### src/rtl/dm_pkg.sv
package dm_pkg;

   typedef enum logic [1:0] {
      DM_BLANK     = 2'd0,
      DM_LAMP      = 2'd1,
      DM_GLYPH     = 2'd2,
      DM_BLANK_ALT = 2'd3
   } dm_mode_e;

endpackage

### src/rtl/dm_row_timer.sv
module dm_row_timer #(
   parameter int ROW_TICKS      = 50000,
   parameter int ROWS_PER_GLYPH = 1000,
   parameter int ROW_BITS       = 4
) (
   input  logic                clk,
   input  logic                rst_n,
   input  logic                glyph_mode,
   output logic                start,
   output logic [ROW_BITS-1:0] row_idx,
   output logic                glyph_sel
);
   localparam int TW = (ROW_TICKS > 1) ? $clog2(ROW_TICKS) : 1;
   localparam int GW = (ROWS_PER_GLYPH > 1) ? $clog2(ROWS_PER_GLYPH) : 1;

   logic [TW-1:0] tick_q;
   logic [GW-1:0] hold_q;
   logic          end_of_row;

   assign end_of_row = (tick_q == TW'(ROW_TICKS - 1));
   assign start      = (tick_q == '0);

   always_ff @(posedge clk or negedge rst_n) begin
      if (!rst_n) begin
         tick_q  <= '0;
         row_idx <= '0;
      end else if (end_of_row) begin
         tick_q  <= '0;
         row_idx <= row_idx + 1'b1;
      end else begin
         tick_q  <= tick_q + 1'b1;
      end
   end

   // image phase: counted in row loads, cleared by any non-image load
   always_ff @(posedge clk or negedge rst_n) begin
      if (!rst_n) begin
         hold_q    <= '0;
         glyph_sel <= 1'b0;
      end else if (start) begin
         if (!glyph_mode) begin
            hold_q    <= '0;
            glyph_sel <= 1'b0;
         end else if (hold_q == GW'(ROWS_PER_GLYPH - 1)) begin
            hold_q    <= '0;
            glyph_sel <= ~glyph_sel;
         end else begin
            hold_q <= hold_q + 1'b1;
         end
      end
   end

endmodule

### src/rtl/dm_word_src.sv
module dm_word_src #(
   parameter int ROW_BITS = 4,
   parameter int COLS     = 16
) (
   input  dm_pkg::dm_mode_e    mode,
   input  logic                glyph_sel,
   input  logic [ROW_BITS-1:0] row,
   output logic [COLS-1:0]     word
);
   localparam int ROWS = 2 ** ROW_BITS;

   logic [COLS-1:0] img0, img1;

   always_comb begin
      int r, rm;
      r  = int'(row);
      rm = r % COLS;
      for (int c = 0; c < COLS; c++) begin
         img0[c] = (r == 0) || (r == ROWS - 1) || (c == 0) || (c == COLS - 1);
         img1[c] = (c == rm) || (c == COLS - 1 - rm);
      end
   end

   always_comb begin
      unique case (mode)
         dm_pkg::DM_LAMP:  word = '1;
         dm_pkg::DM_GLYPH: word = glyph_sel ? img1 : img0;
         default:          word = '0;
      endcase
   end

endmodule

### src/rtl/dm_serializer.sv
module dm_serializer #(
   parameter int COLS      = 16,
   parameter bit MSB_FIRST = 1'b1
) (
   input  logic            clk,
   input  logic            rst_n,
   input  logic            start,
   input  logic [COLS-1:0] word,
   output logic            ser_data,
   output logic            shift_clk,
   output logic            latch_stb,
   output logic            fire
);
   localparam int BW = (COLS > 1) ? $clog2(COLS) : 1;

   logic            busy_q;
   logic [1:0]      ph_q;
   logic [BW-1:0]   bit_q;
   logic [COLS-1:0] sh_q, sh_next;
   logic            head;
   logic            last_bit;

   generate
      if (MSB_FIRST) begin : g_msb
         assign head    = sh_q[COLS-1];
         assign sh_next = {sh_q[COLS-2:0], 1'b0};
      end else begin : g_lsb
         assign head    = sh_q[0];
         assign sh_next = {1'b0, sh_q[COLS-1:1]};
      end
   endgenerate

   assign last_bit = (bit_q == BW'(COLS - 1));
   assign fire     = busy_q && (ph_q == 2'd3) && last_bit;

   always_ff @(posedge clk or negedge rst_n) begin
      if (!rst_n) begin
         busy_q    <= 1'b0;
         ph_q      <= '0;
         bit_q     <= '0;
         sh_q      <= '0;
         ser_data  <= 1'b0;
         shift_clk <= 1'b0;
         latch_stb <= 1'b0;
      end else begin
         latch_stb <= 1'b0;
         if (start && !busy_q) begin
            busy_q <= 1'b1;
            ph_q   <= '0;
            bit_q  <= '0;
            sh_q   <= word;
         end else if (busy_q) begin
            ph_q <= ph_q + 1'b1;
            unique case (ph_q)
               2'd0: ser_data  <= head;
               2'd1: shift_clk <= 1'b1;
               2'd2: shift_clk <= 1'b1;
               default: begin
                  shift_clk <= 1'b0;
                  sh_q      <= sh_next;
                  if (last_bit) begin
                     busy_q    <= 1'b0;
                     latch_stb <= 1'b1;
                  end else begin
                     bit_q <= bit_q + 1'b1;
                  end
               end
            endcase
         end
      end
   end

endmodule

### src/rtl/dm_matrix_driver.sv
module dm_matrix_driver #(
   parameter int ROW_BITS       = 4,
   parameter int COLS           = 16,
   parameter int ROW_TICKS      = 50000,
   parameter int ROWS_PER_GLYPH = 1000,
   parameter bit MSB_FIRST      = 1'b1
) (
   input  logic                clk,
   input  logic                rst_n,
   input  logic [1:0]          mode,
   output logic [ROW_BITS-1:0] row_addr,
   output logic                ser_data,
   output logic                shift_clk,
   output logic                latch_stb,
   output logic                out_en_n
);
   localparam int SHIFT_CYCLES = 4 * COLS + 2;

   generate
      if (ROW_BITS < 1) begin : g_bad_rows
         $fatal(1, "ROW_BITS must be at least 1");
      end
      if (COLS < 2) begin : g_bad_cols
         $fatal(1, "COLS must be at least 2");
      end
      if (ROW_TICKS < SHIFT_CYCLES) begin : g_bad_ticks
         $fatal(1, "ROW_TICKS too short for one column word");
      end
      if (ROWS_PER_GLYPH < 2) begin : g_bad_hold
         $fatal(1, "ROWS_PER_GLYPH must be at least 2");
      end
   endgenerate

   dm_pkg::dm_mode_e    mode_e;
   logic                start, glyph_sel, fire;
   logic [ROW_BITS-1:0] row_idx, pend_row_q;
   logic [COLS-1:0]     word;

   assign mode_e   = dm_pkg::dm_mode_e'(mode);
   assign out_en_n = 1'b0;

   dm_row_timer #(
      .ROW_TICKS     (ROW_TICKS),
      .ROWS_PER_GLYPH(ROWS_PER_GLYPH),
      .ROW_BITS      (ROW_BITS)
   ) u_tim (
      .clk       (clk),
      .rst_n     (rst_n),
      .glyph_mode(mode_e == dm_pkg::DM_GLYPH),
      .start     (start),
      .row_idx   (row_idx),
      .glyph_sel (glyph_sel)
   );

   dm_word_src #(
      .ROW_BITS(ROW_BITS),
      .COLS    (COLS)
   ) u_src (
      .mode     (mode_e),
      .glyph_sel(glyph_sel),
      .row      (row_idx),
      .word     (word)
   );

   dm_serializer #(
      .COLS     (COLS),
      .MSB_FIRST(MSB_FIRST)
   ) u_ser (
      .clk      (clk),
      .rst_n    (rst_n),
      .start    (start),
      .word     (word),
      .ser_data (ser_data),
      .shift_clk(shift_clk),
      .latch_stb(latch_stb),
      .fire     (fire)
   );

   // row shown on the decoder moves in the same cycle the strobe rises
   always_ff @(posedge clk or negedge rst_n) begin
      if (!rst_n) begin
         pend_row_q <= '0;
         row_addr   <= '1;
      end else begin
         if (start) pend_row_q <= row_idx;
         if (fire)  row_addr   <= pend_row_q;
      end
   end

endmodule

### config.mk
export PLATFORM = sky130hd
export DESIGN_NAME = dm_matrix_driver
export DESIGN_NICKNAME = d
export VERILOG_FILES = /design/src/rtl/dm_pkg.sv /design/src/rtl/dm_row_timer.sv /design/src/rtl/dm_word_src.sv /design/src/rtl/dm_serializer.sv /design/src/rtl/dm_matrix_driver.sv
export SDC_FILE = /design/constraint.sdc
export NUM_CORES = 1
export LEC_CHECK = 0
export ABC_CLOCK_PERIOD_IN_PS = 3700
export BUFFER_PORTS_ARGS = -buffer_cell sky130_fd_sc_hd__buf_2
export CAP_MARGIN = 30
export CELL_PAD_IN_SITES_DETAIL_PLACEMENT = 0
export CELL_PAD_IN_SITES_GLOBAL_PLACEMENT = 1
export CORE_MARGIN = 2
export CORE_UTILIZATION = 35
export CTS_CLUSTER_DIAMETER = 60
export DETAILED_ROUTE_END_ITERATION = 12
export PLACE_DENSITY_LB_ADDON = 0.1
export RECOVER_POWER = 100
export SYNTH_ARGS = -nofsm -noshare
export SYNTH_HDL_FRONTEND = slang
export SYNTH_SLANG_ARGS = --single-unit
### constraint.sdc
create_clock -name clk -period 3.7 [get_ports clk]
set_input_delay 0.555 -clock clk [delete_from_list [all_inputs] [get_ports clk]]
set_output_delay 0.555 -clock clk [all_outputs]
set_load 0.01 [all_outputs]
# --- Word-level counts from Yosys, hierarchy flattened ---
# Cells that the tools add are included.
word_totals:
  regBits: 65
  in_bits: 4
  out_inout_bits: 8
  elab_cells: 123
classes:
  add_sub_neg: 6
  n_eq_ne: 42
  mux: 25
  n_bitwise: 3
  reduce_logical: 34
op_table:
  columns: ["operator", "count"]
  rows:
  - ["== test 5 x 32 -> 1 bit, first input constant", 8]
  - ["== test 4 x 32 -> 1 bit, first input constant", 4]
  - ["two-way mux 16 bit", 5]
  - ["== test 3 x 32 -> 1 bit, first input constant", 2]
  - ["logical NOT 32 bit", 2]
  - ["== test 2 x 32 -> 1 bit, first input constant", 1]
  - ["== test 4 bit, first input constant", 8]
  - ["case mux 16 bit (2 select lines)", 1]
  - ["two-way mux 10 bit", 2]
  - ["logical OR 1 bit", 17]
  - ["adder 16 x 1 -> 16 bit, second input constant", 1]
  - ["== test 16 bit, second input constant", 1]
  - ["== test 3 x 4 -> 1 bit, first input constant", 4]
  - ["logical NOT 16 bit", 1]
  - ["two-way mux 4 bit", 4]
  - ["adder 10 x 1 -> 10 bit, second input constant", 1]
  - ["== test 10 bit, second input constant", 1]
  - ["two-way mux 1 bit", 10]
  - ["AND reduction 3 bit", 3]
  - ["adder 4 x 1 -> 4 bit, second input constant", 2]
  - ["== test 2 x 4 -> 1 bit, first input constant", 2]
  - ["== test 2 bit, second input constant", 3]
  - ["subtractor 4 x 4 -> 5 bit, first input constant", 1]
  - ["== test 1 x 4 -> 1 bit, first input constant", 1]
  - ["17 further kinds", 25]

# --- Longest topological paths before layout ---
depth:
  word_depth: 6
  mapped_depth: 8
  depth_no_buf: 6

# --- Cells and area by module ---
# Synthesis repeated with hierarchy kept, for this count alone.
hier_totals:
  cells_unflattened: 381
  hier_area_um2: 3973.8
by_module_without_submodules:
  columns: ["mod", "n_inst", "cells_each", "area_per_inst_um2", "seq_area_each_um2"]
  rows:
  - ["dm_row_timer", 1, 163, 1722.9, 775.7]
  - ["dm_serializer", 1, 138, 1481.4, 650.6]
  - ["dm_word_src", 1, 61, 456.7, 0.0]
  - ["dm_matrix_driver", 1, 19, 312.8, 205.2]

# --- Least setup slack after synthesis ---
# OpenSTA, ideal clock, no wires.
synth_timing:
  path_type: "register to register"
  from: "reg u_tim.row_idx[0]"
  to: "reg u_ser.sh_q[14]"
  setup_ns: 0.082
  arrival_ns: 1.971
  required_time_ns: 3.618
  setup_slack_ns: 1.646
  path_stages_with_launch: 7
  n_path_buf: 0
  period_less_slack_ns: 2.054
  path_cell_list: "dfrtp_1 > inv_1 > ha_1 > or3b_1 > a311oi_4 > a2111oi_1 > a31oi_1"
synth_via:
  elab_chain_cells: 6
  elab_cells_between_ends: 10
  cone_classes: "1 x add/sub; 3 x eq/ne; 3 x mux; 3 x reduce/logical"
synth_rtl:
  columns: ["element", "line", "source"]
  rows:
  - ["start, declared", "dm_row_timer.sv:10", "output logic [ROW_BITS-1:0] row_idx,"]
  - ["start signal, assigned", "dm_row_timer.sv:29", "row_idx <= row_idx + 1'b1;"]
  - ["subtractor 4 x 4 -> 5 bit", "dm_word_src.sv:20", "img1[c] = (c == rm) || (c == COLS - 1 - rm);"]
  - ["== test 5 x 32 -> 1 bit", "dm_word_src.sv:20", null]
  - ["logical OR 1 bit", "dm_word_src.sv:20", null]
  - ["two-way mux 16 bit *", "dm_word_src.sv:27", "dm_pkg::DM_GLYPH: word = glyph_sel ? img1 : img0;"]
  - ["case mux 16 bit (2 select lines) *", "dm_word_src.sv:25", "unique case (mode)"]
  - ["two-way mux 16 bit *", "dm_serializer.sv:47", "if (start && !busy_q) begin"]
  - ["end signal, assigned", "dm_serializer.sv:51", "sh_q <= word;"]
  - ["end signal, assigned", "dm_serializer.sv:60", "sh_q <= sh_next;"]
  - ["end, declared", "dm_serializer.sv:19", "logic [COLS-1:0] sh_q, sh_next;"]
# Every way passes the cells marked *; elsewhere a longest branch is shown, timed or not.
# A chain may end at the register's enable or synchronous reset.

# --- Worst setup path after layout ---
layout_timing:
  from: "reg u_tim.tick_q[0]"
  to: "reg u_ser.sh_q[2]"
layout_via:
  elab_chain_cells: 4
  elab_cells_between_ends: 6
  cone_classes: "1 x eq/ne; 1 x mux; 4 x reduce/logical"
layout_rtl:
  columns: ["element", "line", "source"]
  rows:
  - ["start, declared", "dm_row_timer.sv:16", "logic [TW-1:0] tick_q;"]
  - ["start signal, assigned", "dm_row_timer.sv:31", "tick_q <= tick_q + 1'b1;"]
  - ["logical NOT 16 bit *", "dm_row_timer.sv:21", "assign start = (tick_q == '0);"]
  - ["logical AND 1 bit *", "dm_serializer.sv:47", null]
  - ["inequality test 2 x 1 -> 1 bit (no source line) / nonzero test 2 bit (equally long branches)", null, null]
  - ["AND reduction 2 bit (no source line)", null, null]
# Marked as above.

==> flow_summary_export.csv <==
group,metric,value,unit
critical_path,required,3.89,ns
logic_synthesis,ys_ff_latch,65,
global_route,met1_usage,18.7,%
layout,drive_gt1_share,9.19,%
critical_path,crit_start,"u_tim.tick_q[0]",
sta,slew_viol_final,39,
power_and_ir_drop,pwr-share-comb,3.1,%
clock_tree,numCtsBuffers,9,
placed_design,hpwl,4740,µm
global_route,antenna_found_initial,0,
sta,clock_skew,0.0136,ns
critical_path,crit_buf_inv,1,
critical_path,worstSetupPathType,"flop to flop",
global_route,grt_start_max_net_pins,39,
global_route,grt_overflow_total,0,
clock_tree,path_clk_slew,0.08,ns
logic_synthesis,synth.distinct_cells,44,
sta,fmax,0.389,GHz
power_and_ir_drop,power_frac_seq,52.0,%
critical_path,crit_fanout,37,
logic_synthesis,yosysTopAreaCell,"dfrtp_1",
logic_synthesis,yosysWarnings,0,
routing,first_pass_iters,4,
placed_design,port_buffers,10,
placed_design,gp_congestion,0.739,
critical_path,rrSetupSlack,1.13,ns
logic_synthesis,synth.most_common_cell,"dfrtp_1",
logic_synthesis,synth_area,3430,µm²
critical_path,critPathTopFamily,"simple AND/OR/NAND/NOR gates",
die,die_w,103,µm
clock_tree,cts_max_path_buffers,2,
critical_path,r2r-end,"u_ser.sh_q[2]",
placed_design,dp.cells,476,
critical_path,crit_path_start_kind,"flop",
global_route,grt_pass1_wl,11900,µm
clock_tree,ctsResizeCount,0,
logic_synthesis,synthCells,345,
routing,via_per_inst,5.11,
sta,fin_crit_sh,69.4,%
logic_synthesis,synth_edf_count,0,
clock_tree,cts_tree,"yes",
power_and_ir_drop,total_power,0.00139,W
critical_path,crit_arrival,2.76,ns
logic_synthesis,synthTopCellsByCount,"61 x dfrtp_1, 49 x nand2_1, 26 x nand3_1, 23 x nor2_1, 17 x inv_1",
power_and_ir_drop,clkPwrFrac,44.9,%
power_and_ir_drop,power_switching,0.000311,W
sta,setup_slack,1.13,ns
placed_design,pre_cts_ws,1.20,ns
hold_path,holdCritPathClass,"input pin to asynchronous set/reset pin",
run,maxCapViolCount,1,
routing,wl_per_cell,14.2,µm
power_and_ir_drop,p_int,0.00108,W
critical_path,cp_slowest_cell,"a2111oi_0",
critical_path,worstSetupEndpoint,"u_ser.sh_q[2]",
layout,regArea,1630,µm²
critical_path,crit_path_end_kind,"flop",
sta,setup_viol,0,
global_route,grt_use_total,14.6,%
power_and_ir_drop,swShare,22.4,%
power_and_ir_drop,leakagePower,1.56,nW
global_route,grt_pass1_vias,2428,
critical_path,cp.depth,6,
layout,fin_cells,492,
routing,drt-total-wl,6990,µm
clock_tree,htreeDepth,3,
die,core_area,9640,µm²
critical_path,worstRegToRegCells,6,
die,die_y,103,µm
layout,multi_input_area,1630,µm²
power_and_ir_drop,vdd_drop_max,0.000182,V
global_route,grt.busiest_layer,"met2",
clock_tree,cts_root_buf,"clkbuf_8",
run_status,violations,"max-capacitance violations, max-slew violations",
sta,relSlewSlack,-35.3,%
logic_synthesis,synth_area_per_cell,9.94,µm²
logic_synthesis,ys_top_cells_by_area,"dfrtp_1 45%, ha_1 5.5%, nand2_1 5.4%",
routing,antenna_left,0,
sta,grt_setup_unrepaired,"false",
die,dieArea,10600,µm²
layout,fillers,999,
global_route,grt_use_met3,2.98,%
sta,hold_viol_final,0,
layout,layout.nets,373,
die,ios,12,
global_route,grtUsageMet2,24.0,%
run_status,status,"finished, violations left",
die,rows,36,
clock_tree,post_cts_buffers,0,
layout,area_growth,9.12,%
logic_synthesis,synth_top_cell_area_share,44.5,%
die,initial_core_util,35.6,%
routing,drtIter0Drc,94,
critical_path,crit_chain,"inv_1 -> ha_1 -> nor4b_1 -> nand4b_4 -> a2111oi_0 -> a31oi_1",
clock_tree,cts_sinks,65,
clock_tree,clk_latency,0.34,ns
critical_path,max_stage_delay,0.75,ns
layout,diodes,0,
sta,setup-tns-final,0,ns
clock_tree,hold_buffers,0,
sta,worstMarginPinSlew,2.03,ns
logic_synthesis,yosysSeqAreaShare,47.6,%
power_and_ir_drop,power_density,371,nW/µm²
logic_synthesis,syn-num-nets,364,
routing,drc_errors,0,
routing,num_vias,2512,
critical_path,timing.rr.start,"u_tim.tick_q[0]",
sta,hold_ws,0.108,ns
logic_synthesis,ys.flop_type,"dfrtp_1",
sta,timing.final.crit_period,2.57,ns
logic_synthesis,synthArstFlopShare,100,%
[routing by layer]
layer,up-vias,part of all wire (%)
li1,1243,-
met1,1231,47
met2,30,48
met3,8,2.8
met4,0,1.4
met5,-,0
[cells by family (layout without fill, tap and decap cells)]
logic type	Yosys count	after routing	share of synthesized area [%]
AO/OA/AOI/OAI	57	57	13.5
XOR/XNOR	19	19	4.85
adder cells (fa/ha/maj)	15	15	5.47
buffers and inverters	32	46	3.87
flip-flops	65	65	47.6
multiplexers	9	9	2.92
other	1	1	0.109
AND/OR/NAND/NOR	147	147	21.7
[worst min path at each step]
stage,start,endpoint
2_1_floorplan,rst_n,pend_row_q[0]
3_3_place_gp,pend_row_q[0],pend_row_q[0]
3_5_place_dp,rst_n,u_tim.hold_q[7]
4_1_cts,rst_n,u_tim.hold_q[6]
5_1_grt,rst_n,u_tim.hold_q[5]
6_report,rst_n,u_tim.hold_q[8]
[layout make-up]
| cell class | instances | share of cell area, % |
|---|---|---|
| inverters | 17 | 1.71 |
| well taps | 133 | 4.45 |
| multi-input cells | 248 | 43.5 |
| clock buffers | 13 | 4.25 |
| repair buffers | 13 | 1.47 |
| clock inverters | 3 | 1.07 |
| flip-flops and latches | 65 | 43.6 |
[registers in the layout, indices dropped and copies added, names as in the netlist]
signal           flops
pend_row_q           4
u_tim.hold_q        10
u_tim.glyph_sel      1
u_ser.bit_q          4
row_addr             4
u_tim.row_idx        4
u_ser.latch_stb      1
u_ser.ser_data       1
u_ser.shift_clk      1
u_tim.tick_q        16
u_ser.busy_q         1
u_ser.sh_q          16
u_ser.ph_q           2
[power groups by stage]
stage | Combinational, W | Sequential, W | Clock (W)
after floorplan | 0.0000254 | 0.000734 | 0
after global placement | 0.0000488 | 0.000735 | 0
after detailed placement | 0.0000508 | 0.000736 | 0
after CTS | 0.0000510 | 0.000722 | 0.000649
after global routing | 0.0000503 | 0.000723 | 0.000681
final | 0.0000427 | 0.000722 | 0.000623
[layout by cell type, fill, tap and decap left out, types with 3 or more instances in the layout]
master     netlist  layout
dfrtp_1         61      61
a2111oi_0        0       7
clkbuf_8         0      11
nand4_1          6       6
nand2b_1         3       3
o41ai_1          3       3
xnor2_1         12      12
xor2_1           7       7
nand2_1         49      49
o311ai_0         3       3
nor4_1           6       6
nand3_1         26      26
ha_1            15      15
nor2_1          23      23
a31oi_1         14      14
inv_1           17      17
o21bai_1         5       5
a22o_1           6       6
o21ai_0         11      11
nor3_1           8       8
nand3b_1        10      10
dfstp_2          4       4
a21oi_1          3       3
nor2b_1          3       3
mux2_2           8       8
clkbuf_1         8      12
[per-stage QoR]
step / util [%] / area [µm²]
5_1_grt: 38.8 / 3740
6_report: 38.8 / 3740
4_1_cts: 39.5 / 3810
3_3_place_gp: 37.3 / 3590
3_5_place_dp: 37.5 / 3610
2_1_floorplan: - / 3430
(Power assumes the default switching activity.)
